--- config.mk ---
export PLATFORM = sky130hd
export DESIGN_NAME = rr_thread_picker
export DESIGN_NICKNAME = d
export VERILOG_FILES = /design/src/rtl/rrsel_pkg.sv /design/src/rtl/rrsel_elig.sv /design/src/rtl/rrsel_slot.sv /design/src/rtl/rr_thread_picker.sv
export SDC_FILE = /design/constraint.sdc
export NUM_CORES = 1
export LEC_CHECK = 0
export BUFFER_PORTS_ARGS = -buffer_cell sky130_fd_sc_hd__buf_2
export CAP_MARGIN = 10
export CORE_MARGIN = 2
export CORE_UTILIZATION = 58
export CTS_CLUSTER_SIZE = 25
export DETAILED_ROUTE_END_ITERATION = 12
export GPL_TIMING_DRIVEN = 0
export PLACE_DENSITY = 0.93
export SKIP_LAST_GASP = 1
export SYNTH_ARGS = -nofsm -noshare
export SYNTH_HDL_FRONTEND = slang
export SYNTH_SLANG_ARGS = --single-unit
--- constraint.sdc ---
create_clock -name clk -period 4.2 [get_ports clk]
set_input_delay 0 -clock clk [delete_from_list [all_inputs] [get_ports clk]]
set_output_delay 0 -clock clk [all_outputs]
set_load 0.05 [all_outputs]
--- src/rtl/rrsel_pkg.sv ---
package rrsel_pkg;

   localparam int STATE_W = 3;

   typedef enum logic [STATE_W-1:0] {
      TS_RUN        = 3'd0,
      TS_IDLE       = 3'd1,
      TS_FILLED     = 3'd2,
      TS_BLOCKED    = 3'd3,
      TS_SQUASH     = 3'd4,
      TS_WAIT_RSP   = 3'd5,
      TS_WAIT_RETRY = 3'd6,
      TS_QUIESCE    = 3'd7
   } thr_state_e;

   // only these three states may take a fetch slot
   function automatic logic can_fetch(input logic [STATE_W-1:0] s);
      case (thr_state_e'(s))
         TS_RUN, TS_IDLE, TS_FILLED: can_fetch = 1'b1;
         default:                    can_fetch = 1'b0;
      endcase
   endfunction

endpackage

--- src/rtl/rrsel_elig.sv ---
module rrsel_elig
   import rrsel_pkg::*;
#(
   parameter int N_THREADS = 4,
   parameter int CNT_W     = 3
) (
   input  logic [N_THREADS*STATE_W-1:0] thr_state,
   input  logic [CNT_W-1:0]             cfg_threads,
   output logic [N_THREADS-1:0]         elig,
   output logic                         single
);

   assign single = (cfg_threads <= CNT_W'(1));

   for (genvar i = 0; i < N_THREADS; i++) begin : g_thr
      assign elig[i] = can_fetch(thr_state[i*STATE_W +: STATE_W]) &&
                       (CNT_W'(i) < cfg_threads);
   end

endmodule

--- src/rtl/rrsel_slot.sv ---
module rrsel_slot #(
   parameter int N_THREADS = 4,
   parameter int IDW       = 2
) (
   input  logic                              en,
   input  logic                              single,
   input  logic [N_THREADS-1:0]              elig,
   input  logic [N_THREADS-1:0][IDW-1:0]     list_i,
   output logic                              found,
   output logic [IDW-1:0]                    gnt_id,
   output logic [N_THREADS-1:0][IDW-1:0]     list_o
);

   logic           hit;
   logic [IDW-1:0] pos;

   always_comb begin
      hit    = 1'b0;
      pos    = '0;
      gnt_id = '0;
      if (single) begin
         hit = elig[0];
      end else begin
         for (int p = 0; p < N_THREADS; p++) begin
            if (!hit && elig[list_i[p]]) begin
               hit    = 1'b1;
               pos    = IDW'(p);
               gnt_id = list_i[p];
            end
         end
      end
      found = en && hit;
   end

   // removal at pos, close the gap, append granted id at the tail
   always_comb begin
      list_o = list_i;
      if (found && !single) begin
         for (int i = 0; i < N_THREADS-1; i++) begin
            if (IDW'(i) >= pos) list_o[i] = list_i[i+1];
         end
         list_o[N_THREADS-1] = gnt_id;
      end
   end

endmodule

--- src/rtl/rr_thread_picker.sv ---
module rr_thread_picker
   import rrsel_pkg::*;
#(
   parameter  int N_THREADS = 4,
   parameter  int N_SLOTS   = 2,
   localparam int IDW       = (N_THREADS > 1) ? $clog2(N_THREADS) : 1,
   localparam int CNT_W     = $clog2(N_THREADS + 1)
) (
   input  logic                         clk,
   input  logic                         rst_n,
   input  logic [CNT_W-1:0]             cfg_threads,
   input  logic [N_THREADS*STATE_W-1:0] thr_state,
   input  logic [N_SLOTS-1:0]           sel_req,
   output logic [N_SLOTS-1:0]           gnt_vld,
   output logic [N_SLOTS*IDW-1:0]       gnt_id
);

   if (N_THREADS < 2) begin : g_bad_threads
      $error("rr_thread_picker: N_THREADS must be at least 2");
   end
   if (N_SLOTS < 1) begin : g_bad_slots
      $error("rr_thread_picker: N_SLOTS must be at least 1");
   end

   logic [N_THREADS-1:0]           elig;
   logic                           single;
   logic [N_THREADS-1:0][IDW-1:0]  list_q;
   logic [N_THREADS-1:0][IDW-1:0]  chain [N_SLOTS+1];
   logic [N_SLOTS-1:0]             hit;
   logic [N_SLOTS*IDW-1:0]         sid;

   rrsel_elig #(.N_THREADS(N_THREADS), .CNT_W(CNT_W)) i_elig (
      .thr_state   (thr_state),
      .cfg_threads (cfg_threads),
      .elig        (elig),
      .single      (single)
   );

   assign chain[0] = list_q;

   for (genvar k = 0; k < N_SLOTS; k++) begin : g_slot
      rrsel_slot #(.N_THREADS(N_THREADS), .IDW(IDW)) i_slot (
         .en     (sel_req[k]),
         .single (single),
         .elig   (elig),
         .list_i (chain[k]),
         .found  (hit[k]),
         .gnt_id (sid[k*IDW +: IDW]),
         .list_o (chain[k+1])
      );
   end

   always_ff @(posedge clk or negedge rst_n) begin
      if (!rst_n) begin
         for (int i = 0; i < N_THREADS; i++) list_q[i] <= IDW'(i);
         gnt_vld <= '0;
         gnt_id  <= '0;
      end else begin
         list_q  <= chain[N_SLOTS];
         gnt_vld <= hit;
         gnt_id  <= sid;
      end
   end

endmodule

# Word-level counts from Yosys, hierarchy flattened
# Cells that the tools add are included.
[totals]
output_inout_bits = 6
ram_bits = 0
ff_bits = 14
input_bits = 19
latchBits = 0
rom_bits = 0
n_memories = 0
[classes]
addsub = 0
shift = 0
multipliers = 0
bitwise_logic = 0
magnitude_cmp = 19
muxes = 62
n_eq_ne = 8
div_mod_pow = 0
n_reduce_logical = 29
[op_table]
columns = ["operator", "count"]
rows = [
  ["$mux 2", 22],
  ["$mux 1", 30],
  ["$lt 2x3->1 const B", 8],
  ["$bmux 1 s2", 8],
  ["$mux 8", 2],
  ["$logic_and 1x1->1", 14],
  ["$eq 3x1->1 const B", 4],
  ["$eq 3x2->1 const B", 4],
  ["$logic_not 3->1", 4],
  ["$reduce_or 3->1", 4],
  ["$ge 1x2->1 const A", 4],
  ["$logic_not 1->1", 7],
  ["$lt 1x3->1 const A", 2],
  ["$lt 2x3->1 const A", 2],
  ["$ge 2x2->1 const A", 2],
  ["$le 3x1->1 const B", 1],
]

# Longest topological paths before layout
[depth]
ltp_word = 42
depth_mapped = 10
mapped_depth_nobuf = 9

# By module
# A second synthesis with hierarchy kept.
[hier_totals]
hier_cells = 108
hier_area_um2 = 1187.4
[modules_own_cells]
columns = ["mod", "cells_each", "n_inst", "area_per_inst_um2", "seq_area_each_um2"]
rows = [
  ["rrsel_slot (g_slot[1].i_slot)", 44, 1, 390.4, 0.0],
  ["rrsel_slot (g_slot[0].i_slot)", 42, 1, 379.1, 0.0],
  ["rr_thread_picker", 14, 1, 355.3, 355.3],
  ["rrsel_elig", 8, 1, 62.6, 0.0],
]

# Least setup slack after synthesis
# Ideal clock, no wire load.
[synth_path]
path_kind = "reg2reg"
start = "reg list_q (netlist bit chain[19])"
end = "reg list_q (netlist bit chain[20])"
n_path_buf = 1
setup_time_ps = 128
required_time_ps = 4072
arrival_time_ps = 2735
stages_incl_launch_ff = 9
slack_ps = 1338
period_less_slack_ps = 2862
cell_sequence = "dfrtp_1 > clkbuf_1 > mux4_2 > o31ai_4 > mux2i_1 > nand4_1 > o21a_1 > o21ai_4 > mux2_1"
[synth_rtl]
columns = ["element", "line_no", "source"]
rows = [
  ["from (decl)", "rr_thread_picker.sv:27", "logic [N_THREADS-1:0][IDW-1:0] list_q;"],
  ["from (signal assigned)", "rr_thread_picker.sv:59", "list_q <= chain[N_SLOTS];"],
]

==> results.json <==
{
  "status": "finished, final reports clean",
  "path_clk_slew_ns": 0.08,
  "drc_errors": 0,
  "path_buf_inv": 1,
  "max_freq_ghz": 0.292,
  "grt_max_degree": 15,
  "path_delay_family": "multiplexers",
  "gp_congestion": 0.958,
  "drive_gt1_frac": 0.267,
  "crit_fanout": 9,
  "final_cell_mix": "25 x buf_2, 19 x mux2i_1, 14 x nand2_1",
  "synth_cell_types": 49,
  "start_util": 0.628,
  "ir_worst_vdd_mv": 0.404,
  "report.final.slew_viol_count": 0,
  "post_cts.repair.setup_buffers": 0,
  "rsz0062_at_grt": "no",
  "syn2layout_area_growth_pct": 15.6,
  "numCtsBuffers": 3,
  "relSlewSlack": 0.512,
  "worstPathArrival_ns": 3.59,
  "grt.total_usage": 0.312,
  "antenna_left": 0,
  "nets": 207,
  "seqPwrFrac": 0.264,
  "leakagePower_uw": 0.000735,
  "cts_resized": 0,
  "insertion_delay_ns": 0.28,
  "switchingPower_uw": 394,
  "start_kind": "flop",
  "critical_path_class": "flop to flop",
  "final_util": 0.726,
  "p_per_area_mw_per_mm2": 494,
  "layout_commonest_cell": "buf_2",
  "grtUsageMet1": 0.406,
  "hpwl_mm": 2.97,
  "ios": 25,
  "yosysTopAreaCellShare": 0.177,
  "end_kind": "flop",
  "yosys-top-cells-area": "dfrtp_1 18%, mux2i_1 13%, mux4_2 8.0%, dfstp_2 7.4%, a21oi_1 4.2%",
  "grt_use_met2": 0.529,
  "netlist_area_mm2": 0.00142,
  "ys_seq_elements": 14,
  "syn_inst": 156,
  "critPathMaxStageDelay_ns": 0.69,
  "antenna_found_initial": 0,
  "maxCapViolations": 0,
  "pwr-share-comb": 0.617,
  "clk_path_buf_depth": 2,
  "via_count": 1502,
  "cts_tree": "built",
  "die_h_um": 53.4,
  "finalSetupViolations": 0,
  "syn_area_per_cell_um2": 9.07,
  "dieArea_mm2": 0.00285,
  "antenna_cells": 0,
  "stdcell_count": 215,
  "hold_buffers": 3,
  "hold_viol": 0,
  "yosys.area.top_type": "dfrtp_1",
  "synth_edf_count": 0,
  "crit_chain": "clkbuf_1, mux4_2, o31ai_4, mux2i_1, nand4_1, o21a_1, o21ai_4, mux2_1",
  "dr.pass1.iters": 4,
  "worst_pin_slew_ns": 0.725,
  "synth_seq_area_share": 0.251,
  "grt_pass1_vias": 1363,
  "wl_mm": 3.96,
  "vias_per_cell": 6.99,
  "die_w_um": 53.4,
  "h-tree-depth": 1,
  "p_total_uw": 809,
  "switching_share": 0.487,
  "core_area_mm2": 0.00225,
  "dp_cells": 208,
  "crit_path_top_delay_cell": "mux4_2",
  "busiest_layer": "met2",
  "finalCriticalPeriod_ns": 3.43,
  "grtUsageMet3": 0.0593,
  "final.setup.tns_ns": 0,
  "io_buffer_count": 24,
  "clockPowerShare": 0.119,
  "wire_per_inst_um": 18.4,
  "grt-ovfl-total": 0,
  "p_int_uw": 415,
  "async_flop_share": 1.00,
  "cts_root_buffer": "clkbuf_4",
  "synth_warnings": 0,
  "clock-sinks": 14,
  "required_ns": 4.36,
  "rows": 17,
  "drt_iter0_drc": 109,
  "grt_first_pass_wirelength_mm": 6.53,
  "finalClockSkew_ns": 0.00203,
  "fin_crit_sh": 0.816,
  "min_path_type": "input pin to async pin",
  "syn_nets": 175,
  "synth_ff_type": "dfrtp_1"
}
==> cell usage after synthesis, drive strengths merged (2+ instances only) <==
cell	instances
nand3	7
nand2b	2
mux4	5
dfrtp	10
o32a	2
clkbuf	4
or2	2
and2	3
o211ai	2
nor2	11
inv	5
o21ai	10
a211o	4
mux2	3
nor3	3
mux2i	20
and3	3
a21oi	13
dfstp	4
buf	2
o22ai	4
o21a	3
nand2	14
a21o	2
o32ai	2
a31oi	2
==> logic make-up after synthesis <==
group	Yosys count	share of synthesized area
AOI/OAI and AO/OA	55	0.296
buffers and inverters	11	0.0354
DFF	14	0.251
muxes	28	0.248
and+or+nand+nor	48	0.170
==> per-stage QoR <==
step	area, um2	hold WS [ns]	setup slack (ns)
final	1640	0.133	0.775
after floorplan	1420	-0.296	1.34
after detailed placement	1570	-0.0946	0.871
after global routing	1640	0.159	0.639
after global placement	1570	-0.103	0.948
after CTS	1640	0.135	0.844
==> per-layer routing <==
metal | routed length, um | vias to the layer above
met5 | 0 | -
met4 | 112 | 0
met3 | 449 | 20
met2 | 1860 | 120
met1 | 1530 | 688
li1 | - | 674
==> power groups by stage <==
stage / Clock, uW / Combinational [uW] / Sequential [uW]
2_1_floorplan: 0 / 329 / 258
3_3_place_gp: 0 / 472 / 213
3_5_place_dp: 0 / 485 / 214
4_1_cts: 99.0 / 490 / 213
5_1_grt: 104 / 537 / 217
6_report: 96.6 / 499 / 214
==> flip-flops by register name (all words and copies together), names as in the netlist <==
signal   count
chain        8
gnt_id       4
gnt_vld      2
==> worst paths after layout <==
path,startpoint,cells past startpoint,slack [ns],end
setup reg to reg,chain[19],8,0.77,chain[20]
hold / removal,rst_n,2,0.13,gnt_vld[1]
setup / recovery,chain[19],8,0.77,chain[20]
min in group clk,cfg_threads[1],4,0.15,gnt_vld[1]
max in group asynchronous,rst_n,2,3.78,chain[21]
hold reg to reg,chain[22],2,0.54,gnt_id[0]
==> layout make-up <==
cell class / instances / area, um2
multi-input combinational: 131 / 1010
fill: 180 / 618
sequential: 14 / 355
timing repair buffer: 27 / 150
clock buffer: 4 / 36.3
tap: 28 / 35.0
buffer: 6 / 31.3
inverter: 5 / 18.8
Note: power is estimated with default switching activity, not from simulation.
